**config.mk**
```make
export PLATFORM = sky130hd
export DESIGN_NAME = cfg_serial_port
export DESIGN_NICKNAME = d
export VERILOG_FILES = /design/src/rtl/cfgp_pkg.sv /design/src/rtl/cfgp_sync.sv /design/src/rtl/cfgp_rx.sv /design/src/rtl/cfgp_tx.sv /design/src/rtl/cfg_serial_port.sv
export SDC_FILE = /design/constraint.sdc
export NUM_CORES = 1
export LEC_CHECK = 0
export ABC_AREA = 1
export BUFFER_PORTS_ARGS = -buffer_cell sky130_fd_sc_hd__buf_2
export CAP_MARGIN = 15
export CORE_ASPECT_RATIO = 0.9
export CORE_MARGIN = 2
export CORE_UTILIZATION = 52
export DETAILED_ROUTE_END_ITERATION = 12
export PLACE_DENSITY = 0.85
export RECOVER_POWER = 50
export SETUP_SLACK_MARGIN = 0.15
export SYNTH_ARGS = -nofsm -noshare
export SYNTH_HDL_FRONTEND = slang
export SYNTH_SLANG_ARGS = --single-unit
```
**constraint.sdc**
```tcl
create_clock -name clk -period 1.53 [get_ports clk]
set_clock_uncertainty 0.15 [all_clocks]
set_input_delay 0.0765 -clock clk [delete_from_list [all_inputs] [get_ports clk]]
set_output_delay 0.0765 -clock clk [all_outputs]
set_load 0.02 [all_outputs]
```
**src/rtl/cfgp_pkg.sv**
```systemverilog
package cfgp_pkg;
  localparam int SEL_W     = 3;
  localparam int START_BIT = 0;
  localparam int AVG_LSB   = 4;
  localparam int DIV_LSB   = 7;
  localparam int MODE_BIT  = 10;

  typedef enum logic [1:0] {
    ST_IDLE  = 2'd0,
    ST_BUSY  = 2'd1,
    ST_READY = 2'd2,
    ST_DONE  = 2'd3
  } cfgp_state_e;

  typedef struct packed {
    logic             out_mode;
    logic [SEL_W-1:0] div_sel;
    logic [SEL_W-1:0] avg_sel;
  } cfgp_ctrl_t;
endpackage

```
**src/rtl/cfgp_sync.sv**
```systemverilog
module cfgp_sync #(
  parameter int          W       = 3,
  parameter int          STAGES  = 2,
  parameter logic [W-1:0] RST_VAL = '0
) (
  input  logic         clk,
  input  logic         rst_n,
  input  logic [W-1:0] d_i,
  output logic [W-1:0] q_o
);
  logic [W-1:0] stg [STAGES];

  for (genvar g = 0; g < STAGES; g++) begin : g_stage
    if (g == 0) begin : g_first
      always_ff @(posedge clk or negedge rst_n) begin
        if (!rst_n) stg[g] <= RST_VAL;
        else        stg[g] <= d_i;
      end
    end else begin : g_next
      always_ff @(posedge clk or negedge rst_n) begin
        if (!rst_n) stg[g] <= RST_VAL;
        else        stg[g] <= stg[g-1];
      end
    end
  end

  assign q_o = stg[STAGES-1];
endmodule

```
**src/rtl/cfgp_rx.sv**
```systemverilog
module cfgp_rx
  import cfgp_pkg::*;
#(
  parameter int             INSTR_W   = 16,
  parameter int             ADDR_W    = 4,
  parameter logic [ADDR_W-1:0] CTRL_ADDR = 4'h3
) (
  input  logic       clk,
  input  logic       rst_n,
  input  logic       cs_low_i,
  input  logic       cs_fall_i,
  input  logic       cs_rise_i,
  input  logic       sclk_rise_i,
  input  logic       din_i,
  output logic       wr_o,
  output logic       start_req_o,
  output cfgp_ctrl_t ctrl_o,
  output logic       start_o
);
  localparam int DATA_W  = INSTR_W - ADDR_W;
  localparam int CNT_W   = $clog2(INSTR_W + 2);
  localparam logic [CNT_W-1:0] CNT_FULL = CNT_W'(INSTR_W);
  localparam logic [CNT_W-1:0] CNT_SAT  = CNT_W'(INSTR_W + 1);
  localparam logic [ADDR_W-1:0] NULL_ADDR = '1;

  logic [INSTR_W-1:0] sh_q;
  logic [CNT_W-1:0]   cnt_q;
  logic [ADDR_W-1:0]  addr;
  logic [DATA_W-1:0]  data;
  logic               rsvd_unused;

  assign addr = sh_q[INSTR_W-1 -: ADDR_W];
  assign data = sh_q[DATA_W-1:0];
  assign rsvd_unused = ^{data[DATA_W-1:MODE_BIT+1], data[AVG_LSB-1:START_BIT+1]};

  always_ff @(posedge clk or negedge rst_n) begin
    if (!rst_n) begin
      sh_q  <= '0;
      cnt_q <= '0;
    end else if (cs_fall_i) begin
      cnt_q <= '0;
    end else if (cs_low_i && sclk_rise_i) begin
      sh_q <= {sh_q[INSTR_W-2:0], din_i};
      if (cnt_q != CNT_SAT) cnt_q <= cnt_q + 1'b1;
    end
  end

  assign wr_o = cs_rise_i && (cnt_q == CNT_FULL) &&
                (addr == CTRL_ADDR) && (addr != NULL_ADDR);
  assign start_req_o = wr_o && data[START_BIT];

  always_ff @(posedge clk or negedge rst_n) begin
    if (!rst_n) begin
      ctrl_o  <= '0;
      start_o <= 1'b0;
    end else begin
      start_o <= start_req_o;
      if (wr_o) begin
        ctrl_o.out_mode <= data[MODE_BIT];
        ctrl_o.div_sel  <= data[DIV_LSB +: SEL_W];
        ctrl_o.avg_sel  <= data[AVG_LSB +: SEL_W];
      end
    end
  end
endmodule

```
**src/rtl/cfgp_tx.sv**
```systemverilog
module cfgp_tx
  import cfgp_pkg::*;
#(
  parameter int RES_W = 10
) (
  input  logic             clk,
  input  logic             rst_n,
  input  logic             cs_fall_i,
  input  logic             cs_rise_i,
  input  logic             sclk_fall_i,
  input  logic             busy_i,
  input  logic [RES_W-1:0] result_i,
  input  logic             out_mode_i,
  input  logic             start_req_i,
  output logic             dout_o,
  output logic             dout_oe_o,
  output cfgp_state_e      st_o,
  output logic             rd_active_o
);
  cfgp_state_e      st_q;
  logic             busy_q;
  logic             rd_q;
  logic [RES_W-1:0] res_q;
  logic [RES_W-1:0] sh_q;
  logic             have_res;

  assign have_res = (st_q == ST_READY) || (st_q == ST_DONE);

  always_ff @(posedge clk or negedge rst_n) begin
    if (!rst_n) begin
      st_q   <= ST_IDLE;
      busy_q <= 1'b0;
      rd_q   <= 1'b0;
      res_q  <= '0;
      sh_q   <= '0;
    end else begin
      busy_q <= busy_i;
      if (start_req_i) begin
        st_q <= ST_BUSY;
        rd_q <= 1'b0;
      end else begin
        if (st_q == ST_BUSY && busy_q && !busy_i) begin
          res_q <= result_i;
          st_q  <= ST_READY;
        end
        if (cs_fall_i && out_mode_i && have_res) begin
          rd_q <= 1'b1;
          sh_q <= res_q;
        end else if (rd_q && sclk_fall_i) begin
          sh_q <= {sh_q[RES_W-2:0], 1'b0};
        end
        if (cs_rise_i && rd_q) begin
          rd_q <= 1'b0;
          st_q <= ST_DONE;
        end
      end
    end
  end

  assign dout_o      = rd_q ? sh_q[RES_W-1] : (st_q == ST_BUSY);
  assign dout_oe_o   = rd_q || (st_q == ST_BUSY) || (st_q == ST_READY);
  assign st_o        = st_q;
  assign rd_active_o = rd_q;
endmodule

```
**src/rtl/cfg_serial_port.sv**
```systemverilog
module cfg_serial_port
  import cfgp_pkg::*;
#(
  parameter int                INSTR_W     = 16,
  parameter int                ADDR_W      = 4,
  parameter logic [ADDR_W-1:0] CTRL_ADDR   = 4'h3,
  parameter int                RES_W       = 10,
  parameter int                SYNC_STAGES = 2
) (
  input  logic             clk,
  input  logic             rst_n,
  input  logic             cs_n_i,
  input  logic             sclk_i,
  input  logic             din_i,
  input  logic             busy_i,
  input  logic [RES_W-1:0] result_i,
  output logic             dout_o,
  output logic             dout_oe_o,
  output logic             start_o,
  output logic [SEL_W-1:0] avg_sel_o,
  output logic [SEL_W-1:0] div_sel_o,
  output logic             out_mode_o
);
  localparam int PIN_W = 3;

  logic [PIN_W-1:0] pins_s;
  logic cs_s, sclk_s, din_s;
  logic cs_p, sclk_p;
  logic cs_fall, cs_rise, sclk_rise, sclk_fall;
  logic cfg_wr, start_req, rd_active;
  cfgp_ctrl_t  ctrl;
  cfgp_state_e st;

  cfgp_sync #(.W(PIN_W), .STAGES(SYNC_STAGES), .RST_VAL(3'b101)) u_sync (
    .clk   (clk),
    .rst_n (rst_n),
    .d_i   ({cs_n_i, sclk_i, din_i}),
    .q_o   (pins_s)
  );
  assign {cs_s, sclk_s, din_s} = pins_s;

  always_ff @(posedge clk or negedge rst_n) begin
    if (!rst_n) begin
      cs_p   <= 1'b1;
      sclk_p <= 1'b0;
    end else begin
      cs_p   <= cs_s;
      sclk_p <= sclk_s;
    end
  end

  assign cs_fall   = cs_p && !cs_s;
  assign cs_rise   = !cs_p && cs_s;
  assign sclk_rise = !sclk_p && sclk_s;
  assign sclk_fall = sclk_p && !sclk_s;

  cfgp_rx #(.INSTR_W(INSTR_W), .ADDR_W(ADDR_W), .CTRL_ADDR(CTRL_ADDR)) u_rx (
    .clk         (clk),
    .rst_n       (rst_n),
    .cs_low_i    (!cs_s),
    .cs_fall_i   (cs_fall),
    .cs_rise_i   (cs_rise),
    .sclk_rise_i (sclk_rise),
    .din_i       (din_s),
    .wr_o        (cfg_wr),
    .start_req_o (start_req),
    .ctrl_o      (ctrl),
    .start_o     (start_o)
  );

  cfgp_tx #(.RES_W(RES_W)) u_tx (
    .clk         (clk),
    .rst_n       (rst_n),
    .cs_fall_i   (cs_fall),
    .cs_rise_i   (cs_rise),
    .sclk_fall_i (sclk_fall),
    .busy_i      (busy_i),
    .result_i    (result_i),
    .out_mode_i  (ctrl.out_mode),
    .start_req_i (start_req),
    .dout_o      (dout_o),
    .dout_oe_o   (dout_oe_o),
    .st_o        (st),
    .rd_active_o (rd_active)
  );

  assign avg_sel_o  = ctrl.avg_sel;
  assign div_sel_o  = ctrl.div_sel;
  assign out_mode_o = ctrl.out_mode;
endmodule

```
==> results.json <==
{
  "endpoint": "u_tx.sh_q[8]",
  "syn_avg_cell_area_sq_um": 9.30,
  "clock_path_buffers": 2,
  "initial_core_util": 0.548,
  "die_x_um": 79.9,
  "antenna_found_initial": 0,
  "clkLatencyLatePin_ns": 0.35,
  "cp_slowest_cell": "dfrtp_1",
  "die_h_um": 72.3,
  "min_period_ns": 1.74,
  "critPathMaxFanout": 8,
  "startpoint_type": "register",
  "worstSetupPathType": "register to register",
  "grt_pass1_vias": 2288,
  "seq_area_frac_synth": 0.568,
  "hold_ws_ns": 0.212,
  "port_buffers": 25,
  "final_area_sq_um": 3880,
  "areaGrowthSynthToFinish_pct": 43.9,
  "synth_edf_count": 0,
  "grt_start_max_net_pins": 62,
  "wl_mm": 8.69,
  "end_kind": "register",
  "cts_root_buf": "clkbuf_8",
  "hold_class": "register to register",
  "crit_path_cell_trace": "inv_2 -> ha_4 -> nand2_2 -> inv_2 -> nand2_2 -> nor2_4 -> nand3_4 -> clkbuf_16 -> nand3_2 -> nand2_1",
  "synth.top_cells.by_count": "nand2_1 (111), dfrtp_1 (56), nand3_1 (32)",
  "drc": 0,
  "dr.pass1.iters": 5,
  "cellPowerDensity_nw_per_um2": 1140,
  "via_count": 2538,
  "power.leakage_nw": 1.92,
  "synth_area_leaders": "dfrtp_1 (52%), nand2_1 (15%), nand3_1 (5.9%)",
  "critPathLaunch": "u_rx.cnt_q[1]",
  "grt_overflow_total": 0,
  "crit_buf_inv": 3,
  "r2r_slack_ns": -0.21,
  "grt_first_pass_wirelength_mm": 11.0,
  "post_drt_wl_per_cell_um": 19.8,
  "slew_headroom": 0.463,
  "rr_startpoint": "u_rx.cnt_q[1]",
  "vias_per_cell": 5.78,
  "rsz0062_at_grt": "true",
  "cts_max_level": 3,
  "grt_usage": 0.256,
  "worst_slack_ns": -0.207,
  "synthFlopType": "dfrtp_1",
  "async_flop_share": 1.00,
  "netlist_instances": 290,
  "worstPathRequired_ns": 1.60,
  "drtIter0Drc": 365,
  "fin_crit_sh": 1.14,
  "syn_area_sq_um": 2700,
  "yosysTopAreaCellShare": 0.520,
  "ir_worst_vdd_v": 0.000784,
  "hold_viol_final": 0,
  "post-synth-top-area-cell": "dfrtp_1",
  "status": "finished, violations left",
  "antenna_left": 0,
  "gp_congestion": 0.766,
  "synthesis.nets": 309,
  "nets": 388,
  "arrival_ns": 1.81,
  "failed_checks": "setup timing",
  "ys_warn_count": 0,
  "cts_made_buffers": 9,
  "clock_sinks": 61,
  "r2r_end": "u_tx.sh_q[8]",
  "ys_ff_latch": 61,
  "fmax_ghz": 0.576,
  "io_pins": 26,
  "cts_tree": "yes",
  "clk_pin_slew_worst_paths_ns": 0.07,
  "rows": 24,
  "synth_cell_types": 25,
  "dpl.hpwl_mm": 3.81,
  "pre_cts_ws_ns": -0.0705,
  "die-area_sq_um": 5780,
  "dpl_cell_area_sq_um": 3040,
  "layout-drive-gt1-share": 0.439,
  "slew_viol_final": 0,
  "path_depth": 10,
  "setup_viol": 36,
  "maxCapViolCount": 0,
  "rr_worst_depth": 10,
  "core_area_sq_um": 4920,
  "crit_family": "simple AND/OR/NAND/NOR gates",
  "tightest_slew_ns": 0.806,
  "yosysMostFrequentCell": "nand2_1",
  "cp_slowest_stage_delay_ns": 0.40,
  "antenna_cells": 0
}
==> area by class of cell <==
type	count	area (sq um)
Clock inverter	3	17.5
Timing Repair Buffer	76	687
Multi-Input combinational cell	201	1300
Inverter	20	85.1
Clock buffer	13	179
Fill cell	255	1040
Tap cell	65	81.3
Sequential cell	61	1530
==> worst register-to-register path, cell delays in order, from the launching register on <==
cell and delay, ns:
dfrtp_1 0.40, inv_2 0.09, ha_4 0.13, nand2_2 0.05, inv_2 0.06, nand2_2 0.06, nor2_4 0.14, nand3_4 0.18
clkbuf_16 0.23, nand3_2 0.06, nand2_1 0.07
==> where the power goes <==
part	switching, W	internal (W)	total [W]
combinational	0.000522	0.000408	0.000930
sequential	0.000222	0.00187	0.00209
clock	0.000651	0.000760	0.00141
total	0.00140	0.00303	0.00443
==> cells in the final DEF, fill, tap and decap left out, types with 5 or more instances in the layout <==
cell / count
nand2_2: 11
nand3_2: 17
buf_2: 22
dfrtp_1: 56
dlygate4sd3_1: 15
buf_4: 24
nand3_1: 14
nand2_1: 92
nor2_1: 7
o21ai_2: 15
inv_2: 5
dfstp_2: 5
inv_1: 13
clkbuf_8: 13
nand2_4: 12
==> registers in the layout, indices dropped and copies added, names as in the netlist <==
register and cells:
u_rx.sh_q 16, u_tx.res_q 10, u_tx.sh_q 10, u_rx.ctrl_o 7, u_rx.cnt_q 5, u_sync.q_o 3, u_sync.stg 3, u_tx.st_o 2
cs_p 1, sclk_p 1, u_rx.start_o 1, u_tx.busy_q 1, u_tx.rd_active_o 1
==> worst min path at each step <==
stage                     cells past startpoint     startpoint              to
after floorplan                               0          rst_n          sclk_p
after CTS                                     3          rst_n  u_rx.ctrl_o[2]
after global placement                        2          rst_n  u_rx.ctrl_o[1]
after global routing                          0  u_sync.stg[5]   u_sync.q_o[2]
final                                         0  u_sync.stg[5]   u_sync.q_o[2]
after detailed placement                      2          rst_n  u_rx.ctrl_o[3]
==> through the flow <==
step | instances | power (W) | setup TNS [ns] | utilization
2_1_floorplan | 290 | 0.00242 | 0 | -
3_3_place_gp | 392 | 0.00265 | 0 | 0.617
3_5_place_dp | 392 | 0.00271 | -0.933 | 0.617
4_1_cts | 426 | 0.00417 | -1.35 | 0.711
5_1_grt | 439 | 0.00459 | -7.35 | 0.788
6_report | 439 | 0.00443 | -4.67 | 0.788
==> metal layers <==
layer / up-vias / track usage / wire length, um
met4: 0 / 0.0942 / 342
met2: 173 / 0.425 / 4380
li1: 1085 / - / -
met3: 41 / 0.0609 / 674
met5: - / 0 / 0
met1: 1239 / 0.332 / 3290
==> logic make-up (layout without fill, tap and decap cells) <==
family / after synthesis / count (layout) / synth area share
buf+inv: 29 / 112 / 0.0594
flops: 61 / 61 / 0.568
fa+ha+maj: 3 / 3 / 0.0139
xor+xnor: 2 / 2 / 0.00650
compound gates: 26 / 27 / 0.0733
simple gates: 169 / 169 / 0.278
==> what timing repair did <==
action	4_1_cts	5_1_grt
buffers inserted	2	8
cloned	1	5
pin swaps	10	31
hold buffers	15	0
endpoints found under the setup margin	44	54
resized for setup	32	55
endpoints found under the hold margin	76	0
No activity file was read; power rests on OpenSTA's default activity.
